$ cat config.mk
export PLATFORM = sky130hd
export DESIGN_NAME = cmd_seq_decoder
export DESIGN_NICKNAME = d
export VERILOG_FILES = /design/src/rtl/cmd_seq_pkg.sv /design/src/rtl/cmd_strobe_qual.sv /design/src/rtl/cmd_pair_match.sv /design/src/rtl/cmd_seq_fsm.sv /design/src/rtl/cmd_seq_decoder.sv
export SDC_FILE = /design/constraint.sdc
export NUM_CORES = 1
export LEC_CHECK = 0
export BUFFER_PORTS_ARGS = -buffer_cell sky130_fd_sc_hd__buf_2
export CORE_ASPECT_RATIO = 1.4
export CORE_MARGIN = 8
export CORE_UTILIZATION = 56
export CTS_BUF_LIST = sky130_fd_sc_hd__clkbuf_8 sky130_fd_sc_hd__clkbuf_16
export DETAILED_ROUTE_END_ITERATION = 10
export PLACE_DENSITY = 0.82
export SYNTH_ARGS = -nofsm -noshare
export SYNTH_HDL_FRONTEND = slang
export SYNTH_SLANG_ARGS = --single-unit
$ cat constraint.sdc
create_clock -name clk -period 3.5 [get_ports clk]
set_input_delay 0.35 -clock clk [delete_from_list [all_inputs] [get_ports clk]]
set_output_delay 0.35 -clock clk [all_outputs]
set_load 0.005 [all_outputs]
$ cat src/rtl/cmd_seq_pkg.sv
package cmd_seq_pkg;

   localparam int MATCH_W = 15;
   localparam logic [MATCH_W-1:0] UNLOCK_A1 = 15'h5555;
   localparam logic [MATCH_W-1:0] UNLOCK_A2 = 15'h2AAA;

   localparam logic [7:0] CODE_UNL1  = 8'hAA;
   localparam logic [7:0] CODE_UNL2  = 8'h55;
   localparam logic [7:0] CODE_PGM   = 8'hA0;
   localparam logic [7:0] CODE_EXT   = 8'h80;
   localparam logic [7:0] CODE_IDIN  = 8'h90;
   localparam logic [7:0] CODE_IDOUT = 8'hF0;
   localparam logic [7:0] CODE_ERASE = 8'h10;
   localparam logic [7:0] CODE_LOCK  = 8'h40;

   typedef enum logic [2:0] {
      ST_IDLE,
      ST_UNL1,
      ST_UNL2,
      ST_PGM_ARM,
      ST_EXT3,
      ST_EXT4,
      ST_EXT5
   } seq_state_t;

   typedef struct packed {
      logic at_a1;
      logic at_a2;
      logic d_unl1;
      logic d_unl2;
      logic d_pgm;
      logic d_ext;
      logic d_idin;
      logic d_idout;
      logic d_erase;
      logic d_lock;
   } pair_hit_t;

   typedef struct packed {
      logic pgm;
      logic erase;
      logic lock;
      logic id_enter;
      logic id_exit;
   } cmd_pulse_t;

endpackage

$ cat src/rtl/cmd_strobe_qual.sv
module cmd_strobe_qual #(
   parameter int ADDR_W      = 18,
   parameter int DATA_W      = 8,
   parameter int FILT_CYCLES = 3
) (
   input  logic              clk,
   input  logic              rst_n,
   input  logic [ADDR_W-1:0] bus_addr,
   input  logic [DATA_W-1:0] bus_data,
   input  logic              ce_n,
   input  logic              we_n,
   input  logic              oe_n,
   output logic              wr_valid,
   output logic [ADDR_W-1:0] wr_addr,
   output logic [DATA_W-1:0] wr_data
);

   localparam int CNT_W = $clog2(FILT_CYCLES + 1);
   localparam logic [CNT_W-1:0] CNT_LIM = CNT_W'(FILT_CYCLES);

   generate
      if (FILT_CYCLES < 1) begin : g_bad_filt
         $error("cmd_strobe_qual: FILT_CYCLES must be at least 1");
      end
   endgenerate

   logic              act_s;
   logic [ADDR_W-1:0] addr_s;
   logic [DATA_W-1:0] data_s;
   logic              first_s;
   logic              enough;

   always_ff @(posedge clk or negedge rst_n) begin
      if (!rst_n) begin
         act_s  <= 1'b0;
         addr_s <= '0;
         data_s <= '0;
      end else begin
         act_s  <= !ce_n && !we_n && oe_n;
         addr_s <= bus_addr;
         data_s <= bus_data;
      end
   end

   generate
      if (FILT_CYCLES == 1) begin : g_no_count
         logic seen;
         always_ff @(posedge clk or negedge rst_n) begin
            if (!rst_n)     seen <= 1'b0;
            else if (act_s) seen <= 1'b1;
            else            seen <= 1'b0;
         end
         assign first_s = act_s && !seen;
         assign enough  = seen;
      end else begin : g_count
         logic [CNT_W-1:0] run_cnt;
         always_ff @(posedge clk or negedge rst_n) begin
            if (!rst_n) begin
               run_cnt <= '0;
            end else if (act_s) begin
               if (run_cnt != CNT_LIM) run_cnt <= run_cnt + 1'b1;
            end else begin
               run_cnt <= '0;
            end
         end
         assign first_s = act_s && (run_cnt == '0);
         assign enough  = (run_cnt == CNT_LIM);
      end
   endgenerate

   always_ff @(posedge clk or negedge rst_n) begin
      if (!rst_n) begin
         wr_valid <= 1'b0;
         wr_addr  <= '0;
         wr_data  <= '0;
      end else begin
         wr_valid <= !act_s && enough;
         if (first_s) wr_addr <= addr_s;
         if (act_s)   wr_data <= data_s;
      end
   end

   AST_EVENT_SPACED: assert property (@(posedge clk) disable iff (!rst_n)
      wr_valid |=> !wr_valid);

   AST_EVENT_NEEDS_RELEASE: assert property (@(posedge clk) disable iff (!rst_n)
      wr_valid |-> !act_s);

endmodule

$ cat src/rtl/cmd_pair_match.sv
module cmd_pair_match
   import cmd_seq_pkg::*;
#(
   parameter int ADDR_W = 18,
   parameter int DATA_W = 8
) (
   input  logic [ADDR_W-1:0] wr_addr,
   input  logic [DATA_W-1:0] wr_data,
   output pair_hit_t         hit
);

   generate
      if (ADDR_W < MATCH_W) begin : g_bad_addr
         $error("cmd_pair_match: ADDR_W must cover the compared address bits");
      end
      if (DATA_W < 8) begin : g_bad_data
         $error("cmd_pair_match: DATA_W must be at least 8");
      end
   endgenerate

   logic [MATCH_W-1:0] low_addr;
   assign low_addr = wr_addr[MATCH_W-1:0];

   always_comb begin
      hit.at_a1   = (low_addr == UNLOCK_A1);
      hit.at_a2   = (low_addr == UNLOCK_A2);
      hit.d_unl1  = (wr_data == DATA_W'(CODE_UNL1));
      hit.d_unl2  = (wr_data == DATA_W'(CODE_UNL2));
      hit.d_pgm   = (wr_data == DATA_W'(CODE_PGM));
      hit.d_ext   = (wr_data == DATA_W'(CODE_EXT));
      hit.d_idin  = (wr_data == DATA_W'(CODE_IDIN));
      hit.d_idout = (wr_data == DATA_W'(CODE_IDOUT));
      hit.d_erase = (wr_data == DATA_W'(CODE_ERASE));
      hit.d_lock  = (wr_data == DATA_W'(CODE_LOCK));
   end

endmodule

$ cat src/rtl/cmd_seq_fsm.sv
module cmd_seq_fsm
   import cmd_seq_pkg::*;
#(
   parameter int ADDR_W = 18,
   parameter int DATA_W = 8
) (
   input  logic              clk,
   input  logic              rst_n,
   input  logic              wr_valid,
   input  logic [ADDR_W-1:0] wr_addr,
   input  logic [DATA_W-1:0] wr_data,
   input  pair_hit_t         hit,
   input  logic              busy,
   output cmd_pulse_t        pulse,
   output logic [ADDR_W-1:0] pgm_addr,
   output logic [DATA_W-1:0] pgm_data,
   output logic              id_mode
);

   seq_state_t state, st_nxt;
   cmd_pulse_t p_nxt;
   logic       id_nxt;
   logic       unl1_ok, unl2_ok, exit_ok;

   assign unl1_ok = hit.at_a1 && hit.d_unl1;
   assign unl2_ok = hit.at_a2 && hit.d_unl2;
   assign exit_ok = hit.d_idout && id_mode;

   always_comb begin
      st_nxt = state;
      p_nxt  = '0;
      id_nxt = id_mode;
      if (wr_valid && busy) begin
         st_nxt = ST_IDLE;
      end else if (wr_valid) begin
         st_nxt = ST_IDLE;
         unique case (state)
            ST_IDLE: begin
               if (unl1_ok)      st_nxt = ST_UNL1;
               else if (exit_ok) p_nxt.id_exit = 1'b1;
            end
            ST_UNL1: begin
               if (unl2_ok)      st_nxt = ST_UNL2;
               else if (exit_ok) p_nxt.id_exit = 1'b1;
            end
            ST_UNL2: begin
               if (hit.at_a1 && hit.d_pgm)       st_nxt = ST_PGM_ARM;
               else if (hit.at_a1 && hit.d_ext)  st_nxt = ST_EXT3;
               else if (hit.at_a1 && hit.d_idin) p_nxt.id_enter = 1'b1;
               else if (hit.d_idout && (hit.at_a1 || id_mode))
                  p_nxt.id_exit = 1'b1;
            end
            ST_PGM_ARM: p_nxt.pgm = 1'b1;
            ST_EXT3: begin
               if (unl1_ok)      st_nxt = ST_EXT4;
               else if (exit_ok) p_nxt.id_exit = 1'b1;
            end
            ST_EXT4: begin
               if (unl2_ok)      st_nxt = ST_EXT5;
               else if (exit_ok) p_nxt.id_exit = 1'b1;
            end
            ST_EXT5: begin
               if (hit.at_a1 && hit.d_erase)     p_nxt.erase = 1'b1;
               else if (hit.at_a1 && hit.d_lock) p_nxt.lock  = 1'b1;
               else if (exit_ok)                 p_nxt.id_exit = 1'b1;
            end
            default: st_nxt = ST_IDLE;
         endcase
         if (p_nxt.id_enter) id_nxt = 1'b1;
         if (p_nxt.id_exit)  id_nxt = 1'b0;
      end
   end

   always_ff @(posedge clk or negedge rst_n) begin
      if (!rst_n) begin
         state    <= ST_IDLE;
         pulse    <= '0;
         id_mode  <= 1'b0;
         pgm_addr <= '0;
         pgm_data <= '0;
      end else begin
         state   <= st_nxt;
         pulse   <= p_nxt;
         id_mode <= id_nxt;
         if (p_nxt.pgm) begin
            pgm_addr <= wr_addr;
            pgm_data <= wr_data;
         end
      end
   end

   AST_PULSE_EXCLUSIVE: assert property (@(posedge clk) disable iff (!rst_n)
      $onehot0(pulse));

   AST_PULSE_ONE_WIDE: assert property (@(posedge clk) disable iff (!rst_n)
      (pulse != '0) |=> (pulse == '0));

   AST_BUSY_DISCARD: assert property (@(posedge clk) disable iff (!rst_n)
      (wr_valid && busy) |=> (pulse == '0));

   AST_ID_ENTER_SETS: assert property (@(posedge clk) disable iff (!rst_n)
      pulse.id_enter |-> id_mode);

   AST_ID_EXIT_CLEARS: assert property (@(posedge clk) disable iff (!rst_n)
      pulse.id_exit |-> !id_mode);

   AST_PGM_NEEDS_WRITE: assert property (@(posedge clk) disable iff (!rst_n)
      pulse.pgm |-> $past(wr_valid));

endmodule

$ cat src/rtl/cmd_seq_decoder.sv
module cmd_seq_decoder
   import cmd_seq_pkg::*;
#(
   parameter int ADDR_W      = 18,
   parameter int DATA_W      = 8,
   parameter int FILT_CYCLES = 3
) (
   input  logic              clk,
   input  logic              rst_n,
   input  logic [ADDR_W-1:0] bus_addr,
   input  logic [DATA_W-1:0] bus_data,
   input  logic              ce_n,
   input  logic              we_n,
   input  logic              oe_n,
   input  logic              busy,
   output logic              pgm_pulse,
   output logic [ADDR_W-1:0] pgm_addr,
   output logic [DATA_W-1:0] pgm_data,
   output logic              erase_pulse,
   output logic              lock_pulse,
   output logic              id_enter_pulse,
   output logic              id_exit_pulse,
   output logic              id_mode
);

   logic              wr_valid;
   logic [ADDR_W-1:0] wr_addr;
   logic [DATA_W-1:0] wr_data;
   pair_hit_t         hit;
   cmd_pulse_t        pulse;

   cmd_strobe_qual #(
      .ADDR_W      (ADDR_W),
      .DATA_W      (DATA_W),
      .FILT_CYCLES (FILT_CYCLES)
   ) u_qual (
      .clk      (clk),
      .rst_n    (rst_n),
      .bus_addr (bus_addr),
      .bus_data (bus_data),
      .ce_n     (ce_n),
      .we_n     (we_n),
      .oe_n     (oe_n),
      .wr_valid (wr_valid),
      .wr_addr  (wr_addr),
      .wr_data  (wr_data)
   );

   cmd_pair_match #(
      .ADDR_W (ADDR_W),
      .DATA_W (DATA_W)
   ) u_match (
      .wr_addr (wr_addr),
      .wr_data (wr_data),
      .hit     (hit)
   );

   cmd_seq_fsm #(
      .ADDR_W (ADDR_W),
      .DATA_W (DATA_W)
   ) u_fsm (
      .clk      (clk),
      .rst_n    (rst_n),
      .wr_valid (wr_valid),
      .wr_addr  (wr_addr),
      .wr_data  (wr_data),
      .hit      (hit),
      .busy     (busy),
      .pulse    (pulse),
      .pgm_addr (pgm_addr),
      .pgm_data (pgm_data),
      .id_mode  (id_mode)
   );

   assign pgm_pulse      = pulse.pgm;
   assign erase_pulse    = pulse.erase;
   assign lock_pulse     = pulse.lock;
   assign id_enter_pulse = pulse.id_enter;
   assign id_exit_pulse  = pulse.id_exit;

   AST_RESET_QUIET: assert property (@(posedge clk) disable iff (!rst_n)
      $rose(rst_n) |-> (!pgm_pulse && !erase_pulse && !lock_pulse && !id_mode));

endmodule

==> qor.yml, run 1 <==
fp.dieH_um: 108
fmaxAchievable_ghz: 0.487
leakage_nw: 1.97
wire_per_inst_um: 17.4
gp_congestion: 0.855
cts_made_buffers: 9
placedCellCount: 343
tightest_slew_ns: 1.07
clock_sinks: 91
layout-drive-gt1-share: 0.479
synth_cell_types: 37
drc: 0
dpl.hpwl_mm: 4.39
cts_resized: 0
die_area_um2: 8840
nets: 318
arrival_ns: 2.28
cts-root-buf: "clkbuf_8"
wl_mm: 6.22
max_cap_violations: 0
start_util: 0.579
io_pins: 64
fin_cells: 358
combPwrFrac: 0.083
syn-cell-area_um2: 3390
core_area_um2: 5860
powerDensity_nw_per_um2: 531
grt_pass1_vias: 2120
rsz0062_at_grt: "no"
hold_viol: 0
status: "completed"
drt_iter0_drc: 144
antenna_found_initial: 0
swShare: 0.243
start_kind: "register"
row_count: 33
seqPwrFrac: 0.589
synth_fp_nets: 250
grt_overflow: 0
rr_worst_depth: 3
power_mw: 2.11
ys_ff_latch: 91
synthCells: 216
irDropWorstVdd_mv: 0.332
drtPass1Iterations: 4
period_minus_slack_ns: 2.05
path_class: "register to register"
h-tree-depth: 3
track_usage: 0.154
ys_warn_count: 0
tritoncts: "built"
clk_path_buf_depth: 2
seq_area_frac_synth: 0.671
die_w_um: 81.8
skew_ns: 0.00981
worstSetupEndpointType: "register"
postCtsSetupRepairBufs: 0
clk_latency_ns: 0.35
p_clk_frac: 0.328
power.switching_mw: 0.513
fin_setup_tns_ns: 0
grt_max_degree: 92
n_antenna_cell: 0
grt_pass1_wl_mm: 10.4
avgViaCountPerCell: 5.46
hold_path.class: "input pin to register"
cts.hold.buffers_added: 0
maxSlewViolCount: 0
antenna_left: 0
critPathRequiredTime_ns: 3.72
slew_headroom: 0.287
syn_avg_cell_area_um2: 15.7
internal_power_mw: 1.60
vias: 1955
clk_pin_slew_ns: 0.09
finalCritPeriodShare: 0.586
crit_fanout: 27
syn_to_final_growth_pct: 17.1
io_buffers: 63
finalSetupViolCount: 0
hold_path_depth: 1
-- flip-flops by register name (all words and copies together), names as in the netlist, 2 cells and up --
name / count
u_qual.wr_addr: 18
u_fsm.state: 3
u_qual.addr_s: 18
u_qual.wr_data: 8
u_fsm.pgm_addr: 18
u_fsm.pgm_data: 8
u_qual.g_count.run_cnt: 2
u_fsm.pulse: 5
u_qual.data_s: 8
-- placed cells by master, fill, tap and decap left out, types with 4 or more instances in the layout --
cell type	n
dfrtp_1	91
buf_2	62
mux2_2	52
clkbuf_8	10
nand2_1	5
nor2_1	5
inv_1	4
nand4_1	4
nor2b_1	4
nor4bb_1	4
-- cells by family after synthesis --
logic type,Yosys count,synth area share
flops,91,0.671
xor+xnor,1,0.00258
simple gates,53,0.120
buf+inv,10,0.0118
fa+ha+maj,2,0.00737
compound gates,6,0.0118
mux,53,0.175
-- path summary, 6_finish.rpt --
check,slack (ns),endpoint,startpoint
worst max-delay path,1.45,u_fsm.pgm_data[6],u_qual.wr_valid
worst min-delay path,0.1,u_qual.addr_s[2],bus_addr[2]
worst max register to register,1.45,u_fsm.pgm_data[6],u_qual.wr_valid
worst min register to register,0.48,u_qual.wr_addr[7],u_qual.addr_s[7]
max in group asynchronous,2.63,u_qual.addr_s[4],rst_n
min in group asynchronous,0.19,u_qual.addr_s[14],rst_n
-- power by group through the flow --
| stage | clock, mW | sequential, mW | combinational, mW |
|---|---|---|---|
| 2_1_floorplan | 0 | 1.22 | 0.123 |
| 3_3_place_gp | 0 | 1.26 | 0.170 |
| 3_5_place_dp | 0 | 1.27 | 0.178 |
| 4_1_cts | 0.713 | 1.24 | 0.179 |
| 5_1_grt | 0.759 | 1.26 | 0.196 |
| 6_report | 0.693 | 1.24 | 0.175 |
-- critical path: stages (launching register included) --
cell and delay, ns:
dfrtp_1 0.41, and2b_1 0.23, nand4b_2 0.72, mux2_2 0.56
-- synth_stat cells --
| cell type | number | area, um^2 |
|---|---|---|
| nand2_1 | 5 | 18.8 |
| o21ai_0 | 2 | 10.0 |
| inv_1 | 4 | 15.0 |
| or4_4 | 1 | 11.3 |
| nor4_4 | 1 | 21.3 |
| or4b_1 | 1 | 10.0 |
| xnor2_1 | 1 | 8.76 |
| and3_1 | 1 | 6.26 |
| nand2b_1 | 3 | 18.8 |
| nor4bb_1 | 4 | 40.0 |
| mux2_2 | 52 | 586 |
| and4bb_1 | 1 | 12.5 |
| a32oi_1 | 1 | 8.76 |
| and4bb_2 | 3 | 37.5 |
| nor3b_1 | 1 | 7.51 |
| nor2_1 | 5 | 18.8 |
| a41oi_1 | 1 | 8.76 |
| clkbuf_1 | 4 | 15.0 |
| nand4_1 | 4 | 25.0 |
| nor3b_2 | 2 | 25.0 |
| and4_1 | 2 | 17.5 |
| or4_1 | 1 | 7.51 |
| and2b_1 | 1 | 7.51 |
| nor4b_1 | 1 | 8.76 |
| o21ai_1 | 1 | 5.00 |
| nand4b_2 | 1 | 15.0 |
| a22oi_1 | 1 | 7.51 |
| nand3_1 | 3 | 15.0 |
| mux2i_1 | 1 | 10.0 |
| nor4_1 | 2 | 12.5 |
| nand3b_1 | 1 | 7.51 |
| and2_1 | 2 | 12.5 |
| nand4b_1 | 3 | 26.3 |
| buf_2 | 2 | 10.0 |
| ha_1 | 2 | 25.0 |
| nor2b_1 | 4 | 25.0 |
| dfrtp_1 | 91 | 2280 |
-- routing by layer --
| metal | vias to the layer above | GRT usage | part of all wire |
|---|---|---|---|
| met1 | 985 | 0.175 | 0.39 |
| met2 | 56 | 0.261 | 0.54 |
| met4 | 0 | 0.0529 | 0.010 |
| met5 | - | 0 | 0 |
| li1 | 910 | - | - |
| met3 | 4 | 0.0540 | 0.064 |
-- final cells by class --
class                   instances  area [um^2]
flip-flops and latches         91         2280
fillers                       411         1890
multi-input cells             115         1080
repair buffers                 63          318
clock buffers                  10          138
well taps                      70         87.6
clock inverters                 5         62.6
inverters                       4         15.0
-- metrics by stage --
stage	util	hold WS [ns]	instance area [um^2]	worst slack, ns
2_1_floorplan	-	0.0544	3390	1.84
3_3_place_gp	0.644	0.457	3770	1.37
3_5_place_dp	0.644	0.459	3770	1.31
4_1_cts	0.678	0.0858	3980	1.44
5_1_grt	0.678	0.0777	3980	1.31
6_report	0.678	0.0985	3980	1.45
Power figures use the tool's default switching activity.
==> inputs of run 2 (changes only) <==
--- a/config.mk
+++ b/config.mk
@@ -8,10 +8,10 @@
 export BUFFER_PORTS_ARGS = -buffer_cell sky130_fd_sc_hd__buf_2
 export CORE_ASPECT_RATIO = 1.4
 export CORE_MARGIN = 8
-export CORE_UTILIZATION = 56
+export CORE_UTILIZATION = 54
 export CTS_BUF_LIST = sky130_fd_sc_hd__clkbuf_8 sky130_fd_sc_hd__clkbuf_16
 export DETAILED_ROUTE_END_ITERATION = 10
-export PLACE_DENSITY = 0.82
+export PLACE_DENSITY = 0.8
 export SYNTH_ARGS = -nofsm -noshare
 export SYNTH_HDL_FRONTEND = slang
 export SYNTH_SLANG_ARGS = --single-unit
==> constraint.sdc (replaced) <==
create_clock -name clk -period 2.03 [get_ports clk]
set_input_delay 0.203 -clock clk [delete_from_list [all_inputs] [get_ports clk]]
set_output_delay 0.203 -clock clk [all_outputs]
set_load 0.005 [all_outputs]
==> run 2 against run 1 <==
  * Maximum frequency grew 14%
  * Cell count up 10%
  * Sequential power grew 73%
  * Clock power grew 57%
  * Largest power group unchanged
==> qor.yml, run 2 (synthesis results as in run 1) <==
drc: 0
maxSlewViolCount: 0
hold_viol: 0
io_buffers: 63
wire_per_inst_um: 16.9
antenna_found_initial: 1
crit_fanout: 6
cp-endpoint: "u_fsm.id_mode"
die_w_um: 83.0
die_area_um2: 9120
max_cap_violations: 0
antenna_left: 0
powerDensity_nw_per_um2: 834
nets: 352
vias: 2097
cts-root-buf: "clkbuf_8"
multiInputGateArea_um2: 1080
grt_max_degree: 54
dpl.hpwl_mm: 4.63
fill_cells: 390
finalCritPeriodShare: 0.885
skew_ns: 0.0111
tightest_slew_ns: 0.478
seqCellArea_um2: 2280
arrival_ns: 2.06
regToRegStartpoint: "u_fsm.state[0]"
syn_to_final_growth_pct: 27.0
layout-drive-gt1-share: 0.443
clk_latency_ns: 0.35
grt_use_met1: 0.172
fin_setup_tns_ns: 0
finalSetupViolCount: 0
start_kind: "register"
row_count: 34
status: "completed"
postCtsSetupRepairBufs: 0
period_minus_slack_ns: 1.80
cpPeakStageDelay_ns: 0.56
critPathRequiredTime_ns: 2.30
startpoint: "u_fsm.state[0]"
clk_pin_slew_ns: 0.08
crit_slowest_cell: "or4_1"
worstSetupEndpointType: "register"
fp.dieH_um: 110
cp.depth: 4
slew_headroom: 0.678
cpLargestDelayFamily: "simple AND/OR/NAND/NOR gates"
cts_made_buffers: 9
wl_mm: 6.67
core_area_um2: 6170
largestRegisters: "u_fsm.pgm_addr x18, u_qual.addr_s x18, u_qual.wr_addr x18"
start_util: 0.550
grt_pass1_vias: 2309
met2_usage: 0.266
avgViaCountPerCell: 5.31
leakage_nw: 2.12
placedCellCount: 350
tritoncts: "built"
grt_overflow: 0
worst-path-buf-inv: 0
cp_cell_sequence: "and4bb_1 -> nand4_1 -> or4_1 -> a22oi_1"
gp_congestion: 0.846
grt_pass1_wl_mm: 11.2
h-tree-depth: 3
io_pins: 64
path_class: "register to register"
rr_worst_depth: 4
fin_cells: 395
final_cell_mix: "91 x dfrtp_1, 62 x buf_2, 52 x mux2_2, 29 x dlygate4sd3_1, 11 x clkbuf_8"
drt_iter0_drc: 132
regToRegSetupSlack_ns: 0.23
n_antenna_cell: 0
clk_path_buf_depth: 2
grt_busiest_layer: "met2"
grt_use_met3: 0.0541
fmaxAchievable_ghz: 0.557
hold_path.class: "input pin to register"
drtPass1Iterations: 4
regToRegEndpoint: "u_fsm.id_mode"
irDropWorstVdd_mv: 0.586
clock_sinks: 91
track_usage: 0.155
rsz0062_at_grt: "no"
final_common_cell: "dfrtp_1"
hp-start: "busy"
## run 2: cell type report
| type | instances | share of cell area |
|---|---|---|
| multi-input cells | 115 | 0.250 |
| clock buffers | 11 | 0.0351 |
| clock inverters | 5 | 0.00668 |
| well taps | 72 | 0.0209 |
| repair buffers | 97 | 0.156 |
| inverters | 4 | 0.00348 |
| flip-flops and latches | 91 | 0.528 |
## run 2: power by group
group | internal, mW | switching (mW)
sequential | 1.97 | 0.170
clock | 0.503 | 0.592
combinational | 0.230 | 0.131
total | 2.70 | 0.892
## run 2: what timing repair did
| item | in CTS | in global routing |
|---|---|---|
| resized for setup | 0 | 0 |
| endpoints found under the hold margin | 118 | 0 |
| hold buffers | 29 | 0 |
## run 2: worst register-to-register path: stages, from the launching register on
cell	delay [ns]
dfrtp_1	0.46
and4bb_1	0.31
nand4_1	0.17
or4_1	0.57
a22oi_1	0.21
## run 2: worst min path at each step
stage	endpoint	slack [ns]	depth (start not counted)
after floorplan	u_fsm.id_mode	-0.09	0
after global placement	u_qual.addr_s[15]	0.01	1
after detailed placement	u_qual.addr_s[15]	0.01	1
after CTS	u_fsm.state[2]	0.11	4
after global routing	u_fsm.state[2]	0.13	4
final	u_fsm.state[2]	0.12	4
## run 2: routing by layer
metal | wire length [um] | vias to the layer above
met5 | 13 | -
met4 | 150 | 2
met3 | 301 | 14
met2 | 3470 | 49
met1 | 2730 | 1051
li1 | - | 981
## run 2: metrics by stage
stage          instance area, um^2  power, mW  worst slack, ns  hold WS, ns   util
3_5_place_dp                  3840       2.50            0.236       0.0121  0.623
2_1_floorplan                 3390       2.32            0.366      -0.0926      -
5_1_grt                       4310       3.76            0.124        0.132  0.699
4_1_cts                       4310       3.64            0.221        0.108  0.699
6_report                      4310       3.60            0.234        0.118  0.699
3_3_place_gp                  3840       2.48            0.284       0.0109  0.623
